$ cat src/rtl/pkt_rx_pkg.sv
package pkt_rx_pkg;
  localparam int OFF_STATUS = 'h00;
  localparam int OFF_FLUSH  = 'h18;
  localparam int OFF_OCC    = 'h1C;
  localparam int OFF_DATA   = 'h20;
  localparam int OFF_LEN    = 'h24;

  localparam int FLUSH_KEY  = 'hA5;

  localparam int FLG_UNDER  = 31;
  localparam int FLG_OVER   = 30;
  localparam int FLG_EMPTY  = 29;
  localparam int FLG_DONE   = 26;
  localparam int FLG_FLUSH  = 23;

  typedef enum logic {
    SEL_HOLD = 1'b0,
    SEL_WORD = 1'b1
  } rd_sel_e;
endpackage

$ cat src/rtl/rx_sync_fifo.sv
module rx_sync_fifo #(
  parameter int WIDTH      = 32,
  parameter int DEPTH      = 64,
  parameter bit SHOW_AHEAD = 1'b0
) (
  input  logic                        clk,
  input  logic                        rst,
  input  logic                        flush,
  input  logic                        push,
  input  logic [WIDTH-1:0]            din,
  input  logic                        pop,
  output logic [WIDTH-1:0]            dout,
  output logic [$clog2(DEPTH+1)-1:0]  count,
  output logic                        full,
  output logic                        empty
);
  localparam int AW = (DEPTH > 1) ? $clog2(DEPTH) : 1;
  localparam int CW = $clog2(DEPTH+1);

  logic [WIDTH-1:0] mem [DEPTH];
  logic [AW-1:0]    wr_ptr, rd_ptr;
  logic             do_push, do_pop;

  function automatic logic [AW-1:0] ptr_next(input logic [AW-1:0] p);
    return (p == AW'(DEPTH-1)) ? '0 : p + 1'b1;
  endfunction

  assign full    = (count == CW'(DEPTH));
  assign empty   = (count == '0);
  assign do_push = push && !full && !flush;
  assign do_pop  = pop && !empty && !flush;

  always_ff @(posedge clk) begin
    if (do_push) mem[wr_ptr] <= din;
  end

  always_ff @(posedge clk) begin
    if (rst || flush) begin
      wr_ptr <= '0;
      rd_ptr <= '0;
      count  <= '0;
    end else begin
      if (do_push) wr_ptr <= ptr_next(wr_ptr);
      if (do_pop)  rd_ptr <= ptr_next(rd_ptr);
      count <= count + CW'(do_push) - CW'(do_pop);
    end
  end

  generate
    if (SHOW_AHEAD) begin : g_ahead
      assign dout = mem[rd_ptr];
    end else begin : g_reg
      logic [WIDTH-1:0] dout_q;
      always_ff @(posedge clk) begin
        if (do_pop) dout_q <= mem[rd_ptr];
      end
      assign dout = dout_q;
    end
  endgenerate
endmodule

$ cat src/rtl/rx_stream_in.sv
module rx_stream_in #(
  parameter int DEPTH = 64
) (
  input  logic                        clk,
  input  logic                        rst,
  input  logic                        flush,
  input  logic                        s_tvalid,
  input  logic                        s_tlast,
  input  logic                        word_full,
  input  logic                        len_full,
  output logic                        s_tready,
  output logic                        word_push,
  output logic                        len_push,
  output logic [$clog2(DEPTH+1)-1:0]  len_val,
  output logic                        last_acc
);
  localparam int CW = $clog2(DEPTH+1);

  logic [CW-1:0] beat_cnt;
  logic          acc;

  assign s_tready  = !word_full && !len_full;
  assign acc       = s_tvalid && s_tready;
  assign word_push = acc;
  assign len_push  = acc && s_tlast;
  assign last_acc  = acc && s_tlast && !flush;
  assign len_val   = beat_cnt + 1'b1;

  always_ff @(posedge clk) begin
    if (rst || flush) begin
      beat_cnt <= '0;
    end else if (acc) begin
      beat_cnt <= s_tlast ? '0 : beat_cnt + 1'b1;
    end
  end
endmodule

$ cat src/rtl/rx_host_port.sv
module rx_host_port
  import pkt_rx_pkg::*;
#(
  parameter int DATA_W = 32,
  parameter int ADDR_W = 6,
  parameter int DEPTH  = 64
) (
  input  logic                        clk,
  input  logic                        rst,
  input  logic                        reg_wr,
  input  logic                        reg_rd,
  input  logic [ADDR_W-1:0]           reg_addr,
  input  logic [DATA_W-1:0]           reg_wdata,
  input  logic [$clog2(DEPTH+1)-1:0]  occ,
  input  logic                        word_empty,
  input  logic [DATA_W-1:0]           word_dout,
  input  logic [$clog2(DEPTH+1)-1:0]  len_head,
  input  logic                        len_empty,
  input  logic                        last_acc,
  output logic                        flush,
  output logic                        word_pop,
  output logic                        len_pop,
  output logic [$clog2(DEPTH+1)-1:0]  remaining,
  output logic [31:0]                 status,
  output logic [DATA_W-1:0]           reg_rdata
);
  localparam int CW    = $clog2(DEPTH+1);
  localparam int SHIFT = $clog2(DATA_W/8);

  logic              rd, rd_len, rd_data, wr_clr;
  logic              len_ok, under_rd, data_ok, empty_rd, over_rd;
  logic [31:0]       set_mask, clr_mask;
  logic [DATA_W-1:0] hold_q, hold_d;
  rd_sel_e           sel_q;

  assign flush   = reg_wr && (reg_addr == ADDR_W'(OFF_FLUSH))
                   && (reg_wdata == DATA_W'(FLUSH_KEY));
  assign wr_clr  = reg_wr && (reg_addr == ADDR_W'(OFF_STATUS));
  assign rd      = reg_rd && !reg_wr;
  assign rd_len  = rd && (reg_addr == ADDR_W'(OFF_LEN));
  assign rd_data = rd && (reg_addr == ADDR_W'(OFF_DATA));

  assign len_ok   = rd_len && (remaining == '0) && !len_empty;
  assign under_rd = rd_len && (remaining != '0);
  assign data_ok  = rd_data && (remaining != '0);
  assign empty_rd = rd_data && (remaining == '0) && word_empty;
  assign over_rd  = rd_data && (remaining == '0) && !word_empty;

  assign len_pop  = len_ok;
  assign word_pop = data_ok;

  always_ff @(posedge clk) begin
    if (rst || flush) begin
      remaining <= '0;
    end else if (len_ok) begin
      remaining <= len_head;
    end else if (data_ok) begin
      remaining <= remaining - 1'b1;
    end
  end

  always_comb begin
    set_mask = '0;
    set_mask[FLG_UNDER] = under_rd;
    set_mask[FLG_OVER]  = over_rd;
    set_mask[FLG_EMPTY] = empty_rd;
    set_mask[FLG_DONE]  = last_acc;
    set_mask[FLG_FLUSH] = flush;
    clr_mask = wr_clr ? reg_wdata[31:0] : '0;
  end

  always_ff @(posedge clk) begin
    if (rst) status <= '0;
    else     status <= (status & ~clr_mask) | set_mask;
  end

  always_comb begin
    hold_d = '0;
    if (reg_addr == ADDR_W'(OFF_STATUS)) begin
      hold_d = DATA_W'(status);
    end else if (reg_addr == ADDR_W'(OFF_OCC)) begin
      hold_d = DATA_W'(occ);
    end else if (len_ok) begin
      hold_d = DATA_W'({len_head, {SHIFT{1'b0}}});
    end
  end

  always_ff @(posedge clk) begin
    if (rst) begin
      hold_q <= '0;
      sel_q  <= SEL_HOLD;
    end else if (rd) begin
      hold_q <= hold_d;
      sel_q  <= data_ok ? SEL_WORD : SEL_HOLD;
    end
  end

  assign reg_rdata = (sel_q == SEL_WORD) ? word_dout : hold_q;
endmodule

$ cat src/rtl/pkt_rx_fifo.sv
module pkt_rx_fifo #(
  parameter int DATA_W = 32,
  parameter int DEPTH  = 64,
  parameter int PKTS   = 8,
  parameter int ADDR_W = 6
) (
  input  logic              clk,
  input  logic              rst,
  input  logic [DATA_W-1:0] s_tdata,
  input  logic              s_tvalid,
  input  logic              s_tlast,
  output logic              s_tready,
  input  logic              reg_wr,
  input  logic              reg_rd,
  input  logic [ADDR_W-1:0] reg_addr,
  input  logic [DATA_W-1:0] reg_wdata,
  output logic [DATA_W-1:0] reg_rdata
);
  localparam int CW  = $clog2(DEPTH+1);
  localparam int LCW = $clog2(PKTS+1);

  logic              flush_w;
  logic              word_push, word_pop, word_full, word_empty;
  logic [DATA_W-1:0] word_dout;
  logic [CW-1:0]     occ_w;
  logic              len_push, len_pop, len_full, len_empty;
  logic [CW-1:0]     len_val, len_head;
  logic [LCW-1:0]    len_cnt_w;
  logic              last_acc;
  logic [CW-1:0]     rem_w;
  logic [31:0]       status_w;

  rx_stream_in #(.DEPTH(DEPTH)) u_in (
    .clk(clk), .rst(rst), .flush(flush_w),
    .s_tvalid(s_tvalid), .s_tlast(s_tlast),
    .word_full(word_full), .len_full(len_full),
    .s_tready(s_tready), .word_push(word_push),
    .len_push(len_push), .len_val(len_val), .last_acc(last_acc)
  );

  rx_sync_fifo #(.WIDTH(DATA_W), .DEPTH(DEPTH), .SHOW_AHEAD(1'b0)) u_words (
    .clk(clk), .rst(rst), .flush(flush_w),
    .push(word_push), .din(s_tdata), .pop(word_pop),
    .dout(word_dout), .count(occ_w), .full(word_full), .empty(word_empty)
  );

  rx_sync_fifo #(.WIDTH(CW), .DEPTH(PKTS), .SHOW_AHEAD(1'b1)) u_lens (
    .clk(clk), .rst(rst), .flush(flush_w),
    .push(len_push), .din(len_val), .pop(len_pop),
    .dout(len_head), .count(len_cnt_w), .full(len_full), .empty(len_empty)
  );

  rx_host_port #(.DATA_W(DATA_W), .ADDR_W(ADDR_W), .DEPTH(DEPTH)) u_host (
    .clk(clk), .rst(rst),
    .reg_wr(reg_wr), .reg_rd(reg_rd), .reg_addr(reg_addr), .reg_wdata(reg_wdata),
    .occ(occ_w), .word_empty(word_empty), .word_dout(word_dout),
    .len_head(len_head), .len_empty(len_empty), .last_acc(last_acc),
    .flush(flush_w), .word_pop(word_pop), .len_pop(len_pop),
    .remaining(rem_w), .status(status_w), .reg_rdata(reg_rdata)
  );
endmodule

$ cat config.mk
export PLATFORM = sky130hd
export DESIGN_NAME = pkt_rx_fifo
export DESIGN_NICKNAME = d
export VERILOG_FILES = /design/src/rtl/pkt_rx_pkg.sv /design/src/rtl/rx_sync_fifo.sv /design/src/rtl/rx_stream_in.sv /design/src/rtl/rx_host_port.sv /design/src/rtl/pkt_rx_fifo.sv
export SDC_FILE = /design/constraint.sdc
export NUM_CORES = 2
export LEC_CHECK = 0
export CORE_MARGIN = 3
export CORE_UTILIZATION = 60
export DETAILED_ROUTE_END_ITERATION = 6
export PLACE_DENSITY = 0.82
export SKIP_LAST_GASP = 1
export SLEW_MARGIN = 25
export SYNTH_ARGS = -nofsm -noshare
export SYNTH_HDL_FRONTEND = slang
export SYNTH_SLANG_ARGS = --single-unit
$ cat constraint.sdc
create_clock -name clk -period 7.3 [get_ports clk]
set_input_delay 1.46 -clock clk [delete_from_list [all_inputs] [get_ports clk]]
set_output_delay 1.46 -clock clk [all_outputs]
set_load 0.03 [all_outputs]
==> metrics.txt <==
routability cong.=0.939; status=finished with violations; Syn Nets=4,135; full die area=149,000 sq um; Sequential Power Share=54.2%; switching pwr=5770 uW; Routed Antenna Nets=0; pin count of the biggest net entering global routing=115; static leakage=0.0295 uW; maxcap violations=0; I/O Buffers=108; Post-Place Cells=5,911; Synthesis Warnings=0; Worst Hold Depth=2; synthesized instance count=4,033; I/O pins=109; Mean Syn Cell Area=21.5 sq um; storage element area=66,400 sq um; # fillers=around 7,900; fraction of registers with async set/reset=0%; # DRC=2; first-pass GRT wire length=336,000 microns; Yosys reg bits=2,247; drt wl/cell=roughly 39 microns; Int Power=20,700 uW; initial antenna violation count=17; synth top area cells=edfxtp_1, mux4_2, dfxtp_1; hold_buf cts=0; Fmax=~210 MHz; VDD IR max=around 0.00024 V; die height=between 300 and 400 microns; Critical Path Start Type=input port; Root Driver=clkbuf_16; worst min path class=register to register; clock tree buffer depth=3; layout cell share with drive strength beyond 1=between 20% and 30%; Setup violations, final=0; Detailed Route Iter0 Violations=8,563; vias in the first global route=44,600; clock power share=41.6%; FP Rows=~140; Post-Layout Inst Area=98,100 sq um; Crit Path Max Fanout=32; fin crit period=about 4.8 ns; Final period util=66.2%; number of enable flip-flop cells after synthesis=2,136; Logic pwr share=4.3%; Setup CP Type=input port to register; H-tree depth=4; footprint of the multi-input gates=between 15,000 and 20,000 sq um; core area=142,000 sq um; TritonCTS clock tree=yes; leading area contributor after synthesis=edfxtp_1; postcts setup bufs=0; PwrDens=270 nW/um^2; final wirelength=248,000 microns; Layout area overhead=13.3%; width of the die=386 microns; top cell type's share of synthesized area=between 70% and 80%; Critical Path RT=~7.7 ns; ys flop type=edfxtp_1; HPWL after detailed placement=133,000 microns; Clock Skew=0.0541 ns; total gr overflow=0; RSZ-0062 raised after global routing=no; GRT Overall Usage=around 32%; Via density=7.34; slew margin rel.=20.5%; Slew Viols, Final=0; Crit. End Element=register; synthesized area=86,700 sq um; DR vias=46,500; Synth top cells by count=edfxtp_1, mux4_2, nor2_1; failing checks=DRC; final hold vios=0; r2r setup slk=2.70 ns; Sw Ratio=21.8%; CTS clk-pin slew, worst paths=0.06 ns; Netlist cell types=68; Initial DRT Pass Iterations=7; most frequent cell after synthesis=edfxtp_1; Worst Tran Pin Value=1.19 ns; CTS Buf Count=210; Clk Latency, worst-skew pair=0.83 ns; cts repair resizes=0; arrival time at the worst endpoint=5.28 ns; Sink Count=about 2,200; fin nets=4,357; post-synthesis sequential area ratio=76.6%; post-route insts no fill=6,332; setup TNS=0 ns; Area after DPL=90,700 sq um; Initial Utilization=60.8%; R2R cell count=11
==> power groups by stage <==
stage	logic (uW)	registers, uW	clock network [uW]
floorplan	423	14600	0
global placement	974	14600	0
detailed placement	1010	14600	0
CTS	1040	14300	11000
global route	1160	14300	11500
finish	1130	14300	11000
==> critical path, stage by stage <==
cell and delay [ns]:
clkdlybuf4s50_1 0.53, and3b_1 0.21, nand3_1 0.06, or3_1 0.37, nand2_2 0.25, inv_2 0.27
nand3b_1 0.86, buf_4 0.56, nor2_4 0.14, buf_4 0.52
==> cell type report <==
cell class / instances / share of cell area (%)
multi-input combinational: 1528 / 20.0
sequential: 2247 / 67.6
antenna: 8 / 0.0204
clock buffer: 266 / 5.65
tap: 1890 / 2.41
inverter: 28 / 0.107
timing repair buffer: 240 / 2.89
clock inverter: 125 / 1.31
==> flip-flops by register name, summed over array words and instances (netlist names), 7 cells and up, named ones only <==
| signal | flops |
|---|---|
| u_host.hold_q | 32 |
| u_host.remaining | 7 |
| u_host.status | 32 |
| u_in.beat_cnt | 7 |
| u_lens.mem | 56 |
| u_words.count | 7 |
| u_words.dout | 32 |
| u_words.mem | 2048 |
==> logic make-up after synthesis <==
group                    after synthesis  synth area share (%)
multiplexers                         745                  16.6
AO/OA/AOI/OAI                        311                  2.38
AND/OR/NAND/NOR                      423                  2.30
flip-flops                          2247                  76.6
adder cells (fa/ha/maj)               26                 0.393
buffers and inverters                258                  1.46
XOR/XNOR                              23                 0.232
==> layer usage <==
layer	up-vias	GRT usage, %	wire length [microns]
met5	-	0	89
met4	10	15.3	16400
met3	917	9.82	36200
met2	4749	48.9	114000
met1	23500	43.7	81000
li1	17300	-	-
==> final timing paths <==
check                                  startpoint                  to
worst min-delay path            u_host.hold_q[22]   u_host.hold_q[22]
worst max register to register    u_lens.count[2]  u_words.mem[0][12]
worst max-delay path                  reg_addr[5]  u_words.mem[0][12]
worst min register to register  u_host.hold_q[22]   u_host.hold_q[22]
==> metrics by stage <==
step	total power (uW)	hold slack, ns	util [%]	worst slack [ns]
6_report	26500	0.451	68.9	2.47
5_1_grt	27000	0.469	68.9	2.42
4_1_cts	26300	0.453	68.5	2.75
3_5_place_dp	15600	0.439	63.7	1.93
3_3_place_gp	15600	0.436	63.3	1.85
2_1_floorplan	15000	0.417	-	1.85
==> placed cells by master (no fill, tap or decap), types with 14 or more instances in the layout <==
master / netlist / routed
ha_1: 24 / 24
clkbuf_16: 0 / 213
nand2b_1: 34 / 33
mux2i_1: 106 / 106
dfxtp_1: 111 / 104
xor2_1: 14 / 14
nor2_4: 0 / 65
buf_4: 27 / 87
clkinv_2: 0 / 35
mux4_2: 548 / 548
o21ai_0: 22 / 22
a21oi_1: 109 / 109
buf_12: 0 / 31
mux2_2: 91 / 91
nor2_1: 140 / 75
clkbuf_1: 90 / 51
nor3_1: 23 / 19
buf_2: 74 / 20
inv_1: 26 / 26
a221oi_1: 28 / 28
nand3_1: 63 / 62
nand2_1: 95 / 95
edfxtp_1: 2136 / 2136
o22ai_1: 16 / 16
clkdlybuf4s50_1: 0 / 75
o21ai_1: 14 / 14
bufinv_16: 0 / 21
buf_16: 0 / 25
a22oi_1: 35 / 35
clkinv_1: 1 / 50
Power figures use the tool's default switching activity.
